### src/rtl/cct_pkg.sv
package cct_pkg;
  parameter int CNT_W = 16;
  parameter int CS_W  = 3;
  parameter int MODE_W = 3;
  parameter int NCH   = 2;
  parameter int NFLAG = 2 + NCH;
  localparam int PRE_W = (1 << CS_W) - 2;

  localparam logic [MODE_W-1:0] MODE_NORMAL = 3'd0;
  localparam logic [MODE_W-1:0] MODE_CTC    = 3'd1;
  localparam logic [MODE_W-1:0] MODE_FAST   = 3'd2;
  localparam logic [MODE_W-1:0] MODE_PC_A   = 3'd3;
  localparam logic [MODE_W-1:0] MODE_PC_I   = 3'd4;

  typedef enum logic [1:0] {
    ACT_OFF = 2'd0,
    ACT_TOG = 2'd1,
    ACT_CLR = 2'd2,
    ACT_SET = 2'd3
  } act_e;

  // prescale mask: tick when low (n-1) prescaler bits are all ones
  function automatic logic [PRE_W-1:0] presc_mask(input logic [CS_W-1:0] cs);
    logic [PRE_W-1:0] m;
    for (int i = 0; i < PRE_W; i++) m[i] = (i < int'(cs) - 1);
    return m;
  endfunction

  function automatic logic pin_on_match(input act_e a, input logic cur);
    case (a)
      ACT_TOG: return ~cur;
      ACT_CLR: return 1'b0;
      ACT_SET: return 1'b1;
      default: return cur;
    endcase
  endfunction

  // inverse of the match action; toggle and off leave the pin
  function automatic logic pin_on_ovf(input act_e a, input logic cur);
    case (a)
      ACT_CLR: return 1'b1;
      ACT_SET: return 1'b0;
      default: return cur;
    endcase
  endfunction

  function automatic logic is_pwm(input logic [MODE_W-1:0] m);
    return (m == MODE_FAST) || (m == MODE_PC_A) || (m == MODE_PC_I);
  endfunction
endpackage

### src/rtl/cct_presc.sv
module cct_presc
  import cct_pkg::*;
(
  input  logic            clk,
  input  logic            rst_n,
  input  logic            restart,
  input  logic [CS_W-1:0] cs,
  output logic            tick
);
  logic [PRE_W-1:0] pre_q;
  logic [PRE_W-1:0] mask;

  assign mask = presc_mask(cs);
  assign tick = (cs != '0) && ((pre_q & mask) == mask);

  always_ff @(posedge clk) begin
    if (!rst_n || restart) pre_q <= '0;
    else if (cs != '0)     pre_q <= pre_q + PRE_W'(1);
  end
endmodule

### src/rtl/cct_count.sv
module cct_count
  import cct_pkg::*;
(
  input  logic              clk,
  input  logic              rst_n,
  input  logic              restart,
  input  logic              load,
  input  logic [CNT_W-1:0]  load_val,
  input  logic              tick,
  input  logic [MODE_W-1:0] mode,
  input  logic [CNT_W-1:0]  top_a,
  input  logic [CNT_W-1:0]  top_i,
  output logic [CNT_W-1:0]  cnt,
  output logic              ovf_evt
);
  localparam logic [CNT_W-1:0] CMAX = '1;
  logic             down_q, down_d;
  logic [CNT_W-1:0] cnt_d, top;

  assign top = (mode == MODE_PC_I) ? top_i : top_a;

  always_comb begin
    cnt_d   = cnt;
    down_d  = down_q;
    ovf_evt = 1'b0;
    if (restart) begin
      cnt_d  = '0;
      down_d = 1'b0;
    end else if (load) begin
      cnt_d = load_val;
    end else if (tick) begin
      case (mode)
        MODE_CTC: begin
          cnt_d   = (cnt == top_a) ? '0 : cnt + CNT_W'(1);
          ovf_evt = (cnt == CMAX);
        end
        MODE_PC_A, MODE_PC_I: begin
          if (!down_q) begin
            if (cnt >= top) begin
              down_d = 1'b1;
              cnt_d  = (cnt == '0) ? '0 : cnt - CNT_W'(1);
            end else begin
              cnt_d = cnt + CNT_W'(1);
            end
          end else if (cnt == '0) begin
            down_d  = 1'b0;
            cnt_d   = (top == '0) ? '0 : CNT_W'(1);
            ovf_evt = 1'b1;
          end else begin
            cnt_d = cnt - CNT_W'(1);
          end
        end
        default: begin
          cnt_d   = cnt + CNT_W'(1);
          ovf_evt = (cnt == CMAX);
        end
      endcase
    end
  end

  always_ff @(posedge clk) begin
    if (!rst_n) begin
      cnt    <= '0;
      down_q <= 1'b0;
    end else begin
      cnt    <= cnt_d;
      down_q <= down_d;
    end
  end
endmodule

### src/rtl/cct_chan.sv
module cct_chan
  import cct_pkg::*;
(
  input  logic             clk,
  input  logic             rst_n,
  input  logic             tick,
  input  logic [CNT_W-1:0] cnt,
  input  logic [CNT_W-1:0] cmp,
  input  act_e             act,
  input  logic             ovf_evt,
  input  logic             pwm,
  output logic             match_evt,
  output logic             pin
);
  logic pin_q, pin_mid, pin_d;

  assign match_evt = tick && (cnt == cmp);

  always_comb begin
    pin_mid = (ovf_evt && pwm) ? pin_on_ovf(act, pin_q) : pin_q;
    pin_d   = match_evt ? pin_on_match(act, pin_mid) : pin_mid;
  end

  always_ff @(posedge clk) begin
    if (!rst_n) pin_q <= 1'b0;
    else        pin_q <= pin_d;
  end

  assign pin = (act == ACT_OFF) ? 1'b0 : pin_q;
endmodule

### src/rtl/cct_capt.sv
module cct_capt
  import cct_pkg::*;
(
  input  logic             clk,
  input  logic             rst_n,
  input  logic             pin_in,
  input  logic             rise_sel,
  input  logic             block,
  input  logic [CNT_W-1:0] cnt,
  input  logic             load,
  input  logic [CNT_W-1:0] load_val,
  output logic [CNT_W-1:0] capt,
  output logic             capt_evt
);
  logic s1_q, s2_q, s3_q;
  logic rise, fall;

  assign rise     = s2_q & ~s3_q;
  assign fall     = ~s2_q & s3_q;
  assign capt_evt = (rise_sel ? rise : fall) && !block;

  always_ff @(posedge clk) begin
    if (!rst_n) begin
      s1_q <= 1'b0;
      s2_q <= 1'b0;
      s3_q <= 1'b0;
      capt <= '0;
    end else begin
      s1_q <= pin_in;
      s2_q <= s1_q;
      s3_q <= s2_q;
      if (capt_evt)  capt <= cnt;
      else if (load) capt <= load_val;
    end
  end
endmodule

### src/rtl/cap_cmp_timer.sv
module cap_cmp_timer
  import cct_pkg::*;
(
  input  logic             clk,
  input  logic             rst_n,
  input  logic             reg_we,
  input  logic [2:0]       reg_addr,
  input  logic [CNT_W-1:0] reg_wdata,
  output logic [CNT_W-1:0] reg_rdata,
  input  logic             cap_in,
  output logic [NCH-1:0]   cmp_pin,
  output logic             ovf_flag,
  output logic [NCH-1:0]   cmp_flag,
  output logic             capt_flag
);
  localparam logic [2:0] A_CTRL = 3'd0, A_CMPA = 3'd1, A_CMPB = 3'd2,
                         A_CAPT = 3'd3, A_FLAG = 3'd4, A_CNT  = 3'd5;
  localparam int CTRL_W = CS_W + MODE_W + 2 * NCH + 1;
  localparam int ACT_LO = CS_W + MODE_W;
  localparam int EDGE_B = ACT_LO + 2 * NCH;

  logic [CS_W-1:0]   cs_q;
  logic [MODE_W-1:0] mode_q;
  act_e              act_q [NCH];
  logic              edge_q;
  logic [CNT_W-1:0]  cmp_q [NCH];
  logic [NFLAG-1:0]  flags_q, flag_set;

  logic              ctrl_wr, restart, cnt_wr, capt_wr, flag_wr;
  logic [NFLAG-1:0]  flag_wmask;
  logic              tick, tick_eff, ovf_evt, capt_evt;
  logic [CNT_W-1:0]  cnt, capt;
  logic [NCH-1:0]    match_evt;
  logic [CTRL_W-1:0] ctrl_view;

  assign ctrl_wr    = reg_we && (reg_addr == A_CTRL);
  assign cnt_wr     = reg_we && (reg_addr == A_CNT);
  assign capt_wr    = reg_we && (reg_addr == A_CAPT);
  assign flag_wr    = reg_we && (reg_addr == A_FLAG);
  assign flag_wmask = reg_wdata[NFLAG-1:0];
  assign restart    = ctrl_wr &&
                      ((reg_wdata[CS_W-1:0] != cs_q) ||
                       (reg_wdata[CS_W +: MODE_W] != mode_q));
  assign tick_eff   = tick && !restart && !cnt_wr;

  always_ff @(posedge clk) begin
    if (!rst_n) begin
      cs_q   <= '0;
      mode_q <= '0;
      edge_q <= 1'b0;
    end else if (ctrl_wr) begin
      cs_q   <= reg_wdata[CS_W-1:0];
      mode_q <= reg_wdata[CS_W +: MODE_W];
      edge_q <= reg_wdata[EDGE_B];
    end
  end

  cct_presc u_presc (
    .clk(clk), .rst_n(rst_n), .restart(restart), .cs(cs_q), .tick(tick)
  );

  cct_count u_count (
    .clk(clk), .rst_n(rst_n), .restart(restart), .load(cnt_wr),
    .load_val(reg_wdata), .tick(tick_eff), .mode(mode_q),
    .top_a(cmp_q[0]), .top_i(capt), .cnt(cnt), .ovf_evt(ovf_evt)
  );

  for (genvar c = 0; c < NCH; c++) begin : g_ch
    always_ff @(posedge clk) begin
      if (!rst_n) begin
        act_q[c] <= ACT_OFF;
        cmp_q[c] <= '0;
      end else begin
        if (ctrl_wr) act_q[c] <= act_e'(reg_wdata[ACT_LO + 2*c +: 2]);
        if (reg_we && (reg_addr == A_CMPA + 3'(c))) cmp_q[c] <= reg_wdata;
      end
    end

    cct_chan u_chan (
      .clk(clk), .rst_n(rst_n), .tick(tick_eff), .cnt(cnt),
      .cmp(cmp_q[c]), .act(act_q[c]), .ovf_evt(ovf_evt),
      .pwm(is_pwm(mode_q)), .match_evt(match_evt[c]), .pin(cmp_pin[c])
    );

    assign ctrl_view[ACT_LO + 2*c +: 2] = act_q[c];
  end

  assign ctrl_view[CS_W-1:0]      = cs_q;
  assign ctrl_view[CS_W +: MODE_W] = mode_q;
  assign ctrl_view[EDGE_B]        = edge_q;

  cct_capt u_capt (
    .clk(clk), .rst_n(rst_n), .pin_in(cap_in), .rise_sel(edge_q),
    .block(mode_q == MODE_PC_I), .cnt(cnt), .load(capt_wr),
    .load_val(reg_wdata), .capt(capt), .capt_evt(capt_evt)
  );

  // flag bit order: overflow, compare channels, capture
  assign flag_set = {capt_evt, match_evt, ovf_evt};

  always_ff @(posedge clk) begin
    if (!rst_n) flags_q <= '0;
    else flags_q <= (flags_q & ~(flag_wr ? flag_wmask : '0)) | flag_set;
  end

  assign ovf_flag  = flags_q[0];
  assign cmp_flag  = flags_q[NCH:1];
  assign capt_flag = flags_q[NFLAG-1];

  always_comb begin
    case (reg_addr)
      A_CTRL:  reg_rdata = CNT_W'(ctrl_view);
      A_CMPA:  reg_rdata = cmp_q[0];
      A_CMPB:  reg_rdata = cmp_q[1];
      A_CAPT:  reg_rdata = capt;
      A_FLAG:  reg_rdata = CNT_W'(flags_q);
      A_CNT:   reg_rdata = cnt;
      default: reg_rdata = '0;
    endcase
  end
endmodule

### config.mk
export PLATFORM = sky130hd
export DESIGN_NAME = cap_cmp_timer
export DESIGN_NICKNAME = d
export VERILOG_FILES = /design/src/rtl/cct_pkg.sv /design/src/rtl/cct_presc.sv /design/src/rtl/cct_count.sv /design/src/rtl/cct_chan.sv /design/src/rtl/cct_capt.sv /design/src/rtl/cap_cmp_timer.sv
export SDC_FILE = /design/constraint.sdc
export NUM_CORES = 1
export LEC_CHECK = 0
export CAP_MARGIN = 20
export CORE_MARGIN = 8
export CORE_UTILIZATION = 59
export CTS_CLUSTER_DIAMETER = 60
export DETAILED_ROUTE_END_ITERATION = 10
export DONT_BUFFER_PORTS = 1
export PLACE_DENSITY = 0.78
export SETUP_SLACK_MARGIN = 0.4
export SYNTH_ARGS = -nofsm -noshare
export SYNTH_HDL_FRONTEND = slang
export SYNTH_SLANG_ARGS = --single-unit
### constraint.sdc
create_clock -name clk -period 3.5 [get_ports clk]
set_clock_uncertainty 0.05 [all_clocks]
set_input_delay 0.35 -clock clk [delete_from_list [all_inputs] [get_ports clk]]
set_output_delay 0.35 -clock clk [all_outputs]
set_load 0.05 [all_outputs]
Word level (Yosys, flattened, before mapping) --
Memories as Yosys holds them, arrays and structs flattened. Index checks and enable logic that the tools add are counted.
Operators by class: add/subtract/negate cells 4, magnitude comparators 7, eq/ne operators 21, multiplexer cells 48, bitwise gates (word level) 16, reductions and logical operators 33
Operator list (number):
- 16-bit two-way mux | 12
- 16-bit one-hot mux with 6 select lines | 1
- 16-bit == test | 2
- 16-bit logical NOT | 2
- 16-bit one-hot mux with 2 select lines | 1
- 1-bit two-way mux | 27
- 16-bit by 1-bit adder with 16-bit output, second input constant | 1
- 16-bit == test, second input constant | 1
- 16-bit greater-or-equal comparator | 1
- 16-bit by 1-bit subtractor with 16-bit output, second input constant | 1
- 1-bit logical AND | 14
- 3-bit by 2-bit == test with 1-bit output, second input constant | 4
- 3-bit == test, second input constant | 3
- 2-bit == test, second input constant | 4
- 3-bit by 4-bit less-than comparator with 1-bit output, first input constant | 2
- 4-bit less-than comparator, first input constant | 2
- 6-bit by 1-bit adder with 6-bit output, second input constant | 1
- 6-bit AND | 1
- 3-bit by 1-bit == test with 1-bit output, second input constant | 2
- 6-bit == test | 1
- 3-bit != test | 2
- 1-bit NOT | 6
- 1-bit one-hot mux with 3 select lines | 2
- 4-bit AND | 1
- other kinds (19) | 35
Storage, ports and cells: flip-flop bits (word level) 55, bits in writable memories 36, input port bits 23, output and inout port bits 22, word-level logic and storage cells 144, memories 2
Memory list:
- cmp_q | words 2, bits a word 16, read ports 2, clocked after Yosys merged registers in 0, wr ports 2, line cap_cmp_timer.sv:26 | logic [CNT_W-1:0] cmp_q [NCH];
- act_q | words 2, bits a word 2, read ports 2, clocked after Yosys merged registers in 0, wr ports 2, line cap_cmp_timer.sv:24 | act_e act_q [NCH];

Depth between registers and ports, before layout --
depth in word-level cells 15, mapped depth 16, gate-level depth less buffers 12

Cells and area by module --
A second synthesis with hierarchy kept.
Unflattened totals: cell total of the unflattened synthesis 773, area, all modules 6874.1 µm²
By module, submodules not included:
- cap_cmp_timer | times used 1, cells each 221, area an instance 2561.2 µm², seq. area each 1301.2 µm²
- cct_count | times used 1, cells each 336, area an instance 2464.9 µm², seq. area each 340.3 µm²
- cct_capt | times used 1, cells each 98, area an instance 933.4 µm², seq. area each 380.4 µm²
- cct_chan | times used 2, cells each 36, area an instance 265.3 µm², seq. area each 20.0 µm²
- cct_presc | times used 1, cells each 46, area an instance 384.1 µm², seq. area each 120.1 µm²

Worst setup path after synthesis --
OpenSTA, ideal clock, no wires.
path kind flip-flop to flip-flop, start register mode_q[1], end register u_count.cnt[3], library setup time 0.138 ns, arrival time 3.188 ns, data required time 3.312 ns, path slack 0.124 ns, cell stages (with the launch flop) 15, path buffers 3, clock period less this slack 3.376 ns, cells stage by stage dfxtp_1 buf_4 nor3b_4 buf_4 buf_2 mux2i_1 ha_1 and4_1 and2_4 a221oi_2 o21a_4 nor3_1 a22o_1 a2111oi_0 o22ai_1
Between the ends: word-level cells in the longest chain between the ends 8, elaborated cells on any way between the ends 19, those cells by class order compare: 1; eq/ne: 4; mux: 6; reduce/logical: 8
RTL lines:
- start, declared | line cap_cmp_timer.sv:23 | logic [MODE_W-1:0] mode_q;
- start signal, assigned | line cap_cmp_timer.sv:53 | mode_q <= reg_wdata[CS_W +: MODE_W];
- 3-bit == test | line cct_count.sv:20, cct_count.sv:32
- 16-bit two-way mux | line cct_count.sv:20 | assign top = (mode == MODE_PC_I) ? top_i : top_a;
- 16-bit greater-or-equal comparator | line cct_count.sv:39 | if (cnt >= top) begin
- 16-bit two-way mux | line cct_count.sv:39
- 16-bit two-way mux | line cct_count.sv:38 | if (!down_q) begin
- 16-bit one-hot mux with 2 select lines | line cct_count.sv:32 | case (mode)
- 16-bit two-way mux | line cct_count.sv:31 | end else if (tick) begin
- 16-bit two-way mux | line cct_count.sv:29 | end else if (load) begin
- end signal, assigned | line cct_count.sv:66 | cnt <= cnt_d;
- end, declared | line cct_count.sv:13 | output logic [CNT_W-1:0] cnt,
Parallel ways exist; a longest one is shown, timed or not. The select of a mux whose other input is x is not followed. A chain may end at the register's enable or synchronous reset.

Worst setup path after layout --
start register mode_q[0], end register u_count.cnt[3]
The elaborated chain is that of the path after synthesis.

==> key figures <==
Layout
  – Share of layout cells above drive strength 1: 19.8%
  – Seq. cell area: 2190 um^2
  – # diodes: 0
  – Area Overhead vs Synth: 14.7%
  – Multi-input gate area: 4310 um^2
  – Filler cell count: 811
  – Fin nets: 769

Global routing
  – Total congestion overflow: 0
  – Initial antenna violation count: 0
  – Vias in the first global route: 5,721
  – Pin count of the biggest net entering global routing: 44
  – First-pass GRT wire length: 32,000 um
  – GRT Resource Usage Total: 28.0%

Clock tree
  – Bufs on Longest Clock Path: 2
  – Htree depth: 3
  – CTS Root Cell: clkbuf_8
  – TritonCTS buffer count: 9
  – CTS tree: yes
  – Clock edge transition at the registers on the reported setup and hold paths: 100 ps
  – Hold_buf cts: 0
  – Clock sink count: 91
  – Worst-skew pair later-pin latency: 380 ps

Power
  – Peak VDD IR: 0.343 mV
  – PwrDens: 326 nW/um^2
  – Leakage: 2.93 nW
  – Power Total: 2.42 mW

STA
  – RSZ-0062 raised after global routing: yes
  – Max frequency: 297 MHz
  – Tmin final: 3370 ps
  – Slew margin rel.: 29.8%
  – Sum Neg Setup Slack: 0 ps
  – Slew Viols, Final: 0
  – Final setup fails: 0
  – Least-Margin Pin Slew: 1050 ps
  – Period utilization: 96.3%
  – Hold Fails Final Rpt: 0

Place
  – Routability cong.: 0.928
  – DP HPWL: 14,300 um
  – Port bufs: 0

Synth
  – FFs w/ async S/R, synth: 0%
  – Synth cell types: 80
  – Commonest cells post-synth: 88 x nand2_1, 55 x dfxtp_1, 43 x mux2i_1, 43 x nor2_1
  – Prevailing post-synth register cell: dfxtp_1
  – Mapped Cells: 711
  – Seq cells post-synth: 91
  – Post-Syn Area: 6470 um^2
  – Top-area cell type share of the netlist area: 17.0%
  – Number of enable flip-flop cells after synthesis: 36
  – Synth area leader: dfxtp_1
  – Syn Nets: 757
  – Sequential share of the synthesized area: 33.7%
  – Top-count cell post-synth: nand2_1
  – Syn_area_per_cell: 9.09 um^2
  – Synth warn: 0
  – Largest cells by area after synthesis: dfxtp_1 17%, edfxtp_1 17%, mux2i_1 6.7%

Critical path
  – Slowest stage cell, crit path: a2111oi_4
  – Worst reg2reg setup slack: 130 ps
  – Startpoint types: flop
  – Critical Path Max Stage Delay: 370 ps
  – CP Data Required Time: 3690 ps
  – Crit path kind: flop to flop
  – Critical path peak fanout: 7
  – Cells along the critical path: nor3b_4, buf_12, buf_16, mux2i_2, ha_1, and4_1, and2_4, o2111ai_4, o211a_1, a2bb2oi_2, buf_6, a22o_1, a2111oi_4, o22ai_1
  – CP delay by family, top: compound AO/OA/AOI/OAI gates
  – WP buf/inv: 3
  – CP Capture Type: flop
  – Critical path arrival: 3560 ps

Drt
  – 1st-iter DRT viols: 883
  – DR WL/cell: 24.6 um
  – Via count: 6,090
  – Post-DRT Antenna Nets: 0
  – Vias/cell: 7.02
  – Drt pass-1 iters: 7
  – Drt total wl: 21,400 um
  – # DRC: 0

Floorplanning
  – Die Footprint: 14,600 um^2
  – Die Y-Extent: 121 um
  – Core box area: 10,700 um^2
  – Top Ports: 45
  – Initial Utilization: 60.2%
  – Row cnt: 38
  – Die width: 121 um

Job
  – Max Cap Viol: 0

Outcome
  – Status: complete, no violations

Worst hold path
  – Hold crit path type: primary input to flop
[cells by family after synthesis]
group | count (synthesis) | share of synthesized area [%]
simple gates | 273 | 22.1
compound gates | 157 | 18.6
flops | 91 | 33.7
buf+inv | 63 | 4.78
mux | 57 | 9.97
xor+xnor | 47 | 6.37
fa+ha+maj | 23 | 4.45
[what timing repair did]
action / in CTS / in global routing
gates resized for setup: 30 / 33
cloned: 3 / 0
pin swaps: 27 / 16
buffers inserted: 12 / 5
endpoints found under the setup margin: 12 / 18
[final timing paths]
path,from,to,depth (start not counted)
max,mode_q[0]$_SDFFE_PN0P_,u_count.cnt[3]$_SDFFE_PP0P_,14
min,cap_in,u_capt.s1_q$_SDFF_PN0_,1
max reg2reg,mode_q[0]$_SDFFE_PN0P_,u_count.cnt[3]$_SDFFE_PP0P_,14
min reg2reg,u_capt.s1_q$_SDFF_PN0_,u_capt.s2_q$_SDFF_PN0_,1
[metal layers]
metal  vias up  wire, um  global-route usage [%]
li1       2647         -                       -
met1      2854      7950                    35.0
met2       470      9720                    44.0
met3       119      2490                    7.51
met4         0      1200                    13.5
met5         -         0                       0
[where the power goes]
group	internal [mW]	switching, mW	leakage (nW)
clock	0.333	0.413	0.0881
sequential	1.15	0.0658	0.797
combinational	0.188	0.269	2.05
[metrics by stage]
step                area [um^2]  worst slack [ps]  utilization, %  instances  hold slack, ps
floorplan                  6500               338               -        711             362
global placement           6660               252            62.0        832             377
detailed placement         6660               166            62.0        832             385
CTS                        7180               250            66.8        863            27.2
global route               7420              48.3            69.0        868            29.1
finish                     7420               129            69.0        868            42.4
[worst reg2reg max path, delay by kind of cell (launching register included)]
kind            cells  cell delay [ps]
compound gates      6             1280
mux                 1              250
flops               1              350
buf+inv             3              440
fa+ha+maj           1              230
simple gates        3              640
[cells in the final DEF, fill, tap and decap left out, drive strengths merged, types with 9 or more instances in the layout]
master,instances
nand2,88
dfxtp,55
buf,51
nor2,43
mux2i,43
and2,40
xnor2,39
edfxtp,36
o21ai,33
ha,23
nand3,21
a22oi,20
o211a,17
nand4,16
inv,12
nor3,12
and3,11
a21boi,11
o22ai,11
a21oi,10
nor4,10
clkbuf,9
mux2,9
[layout make-up]
class	instances	share of cell area (%)
clock inverters	7	1.05
well taps	140	2.36
multi-input cells	557	58.1
repair buffers	52	6.75
inverters	12	0.607
clock buffers	9	1.67
flip-flops and latches	91	29.5
[flip-flops by register name (all words and copies together) (netlist names)]
register,cells
u_count.down_q,1
g_ch.u_chan.pin_q,2
u_capt.s3_q,1
act_q,4
flags_q,4
u_count.cnt,16
u_capt.s1_q,1
cmp_q,32
u_presc.pre_q,6
mode_q,3
u_capt.s2_q,1
edge_q,1
u_capt.capt,16
cs_q,3
No activity file was read; power rests on OpenSTA's default activity.
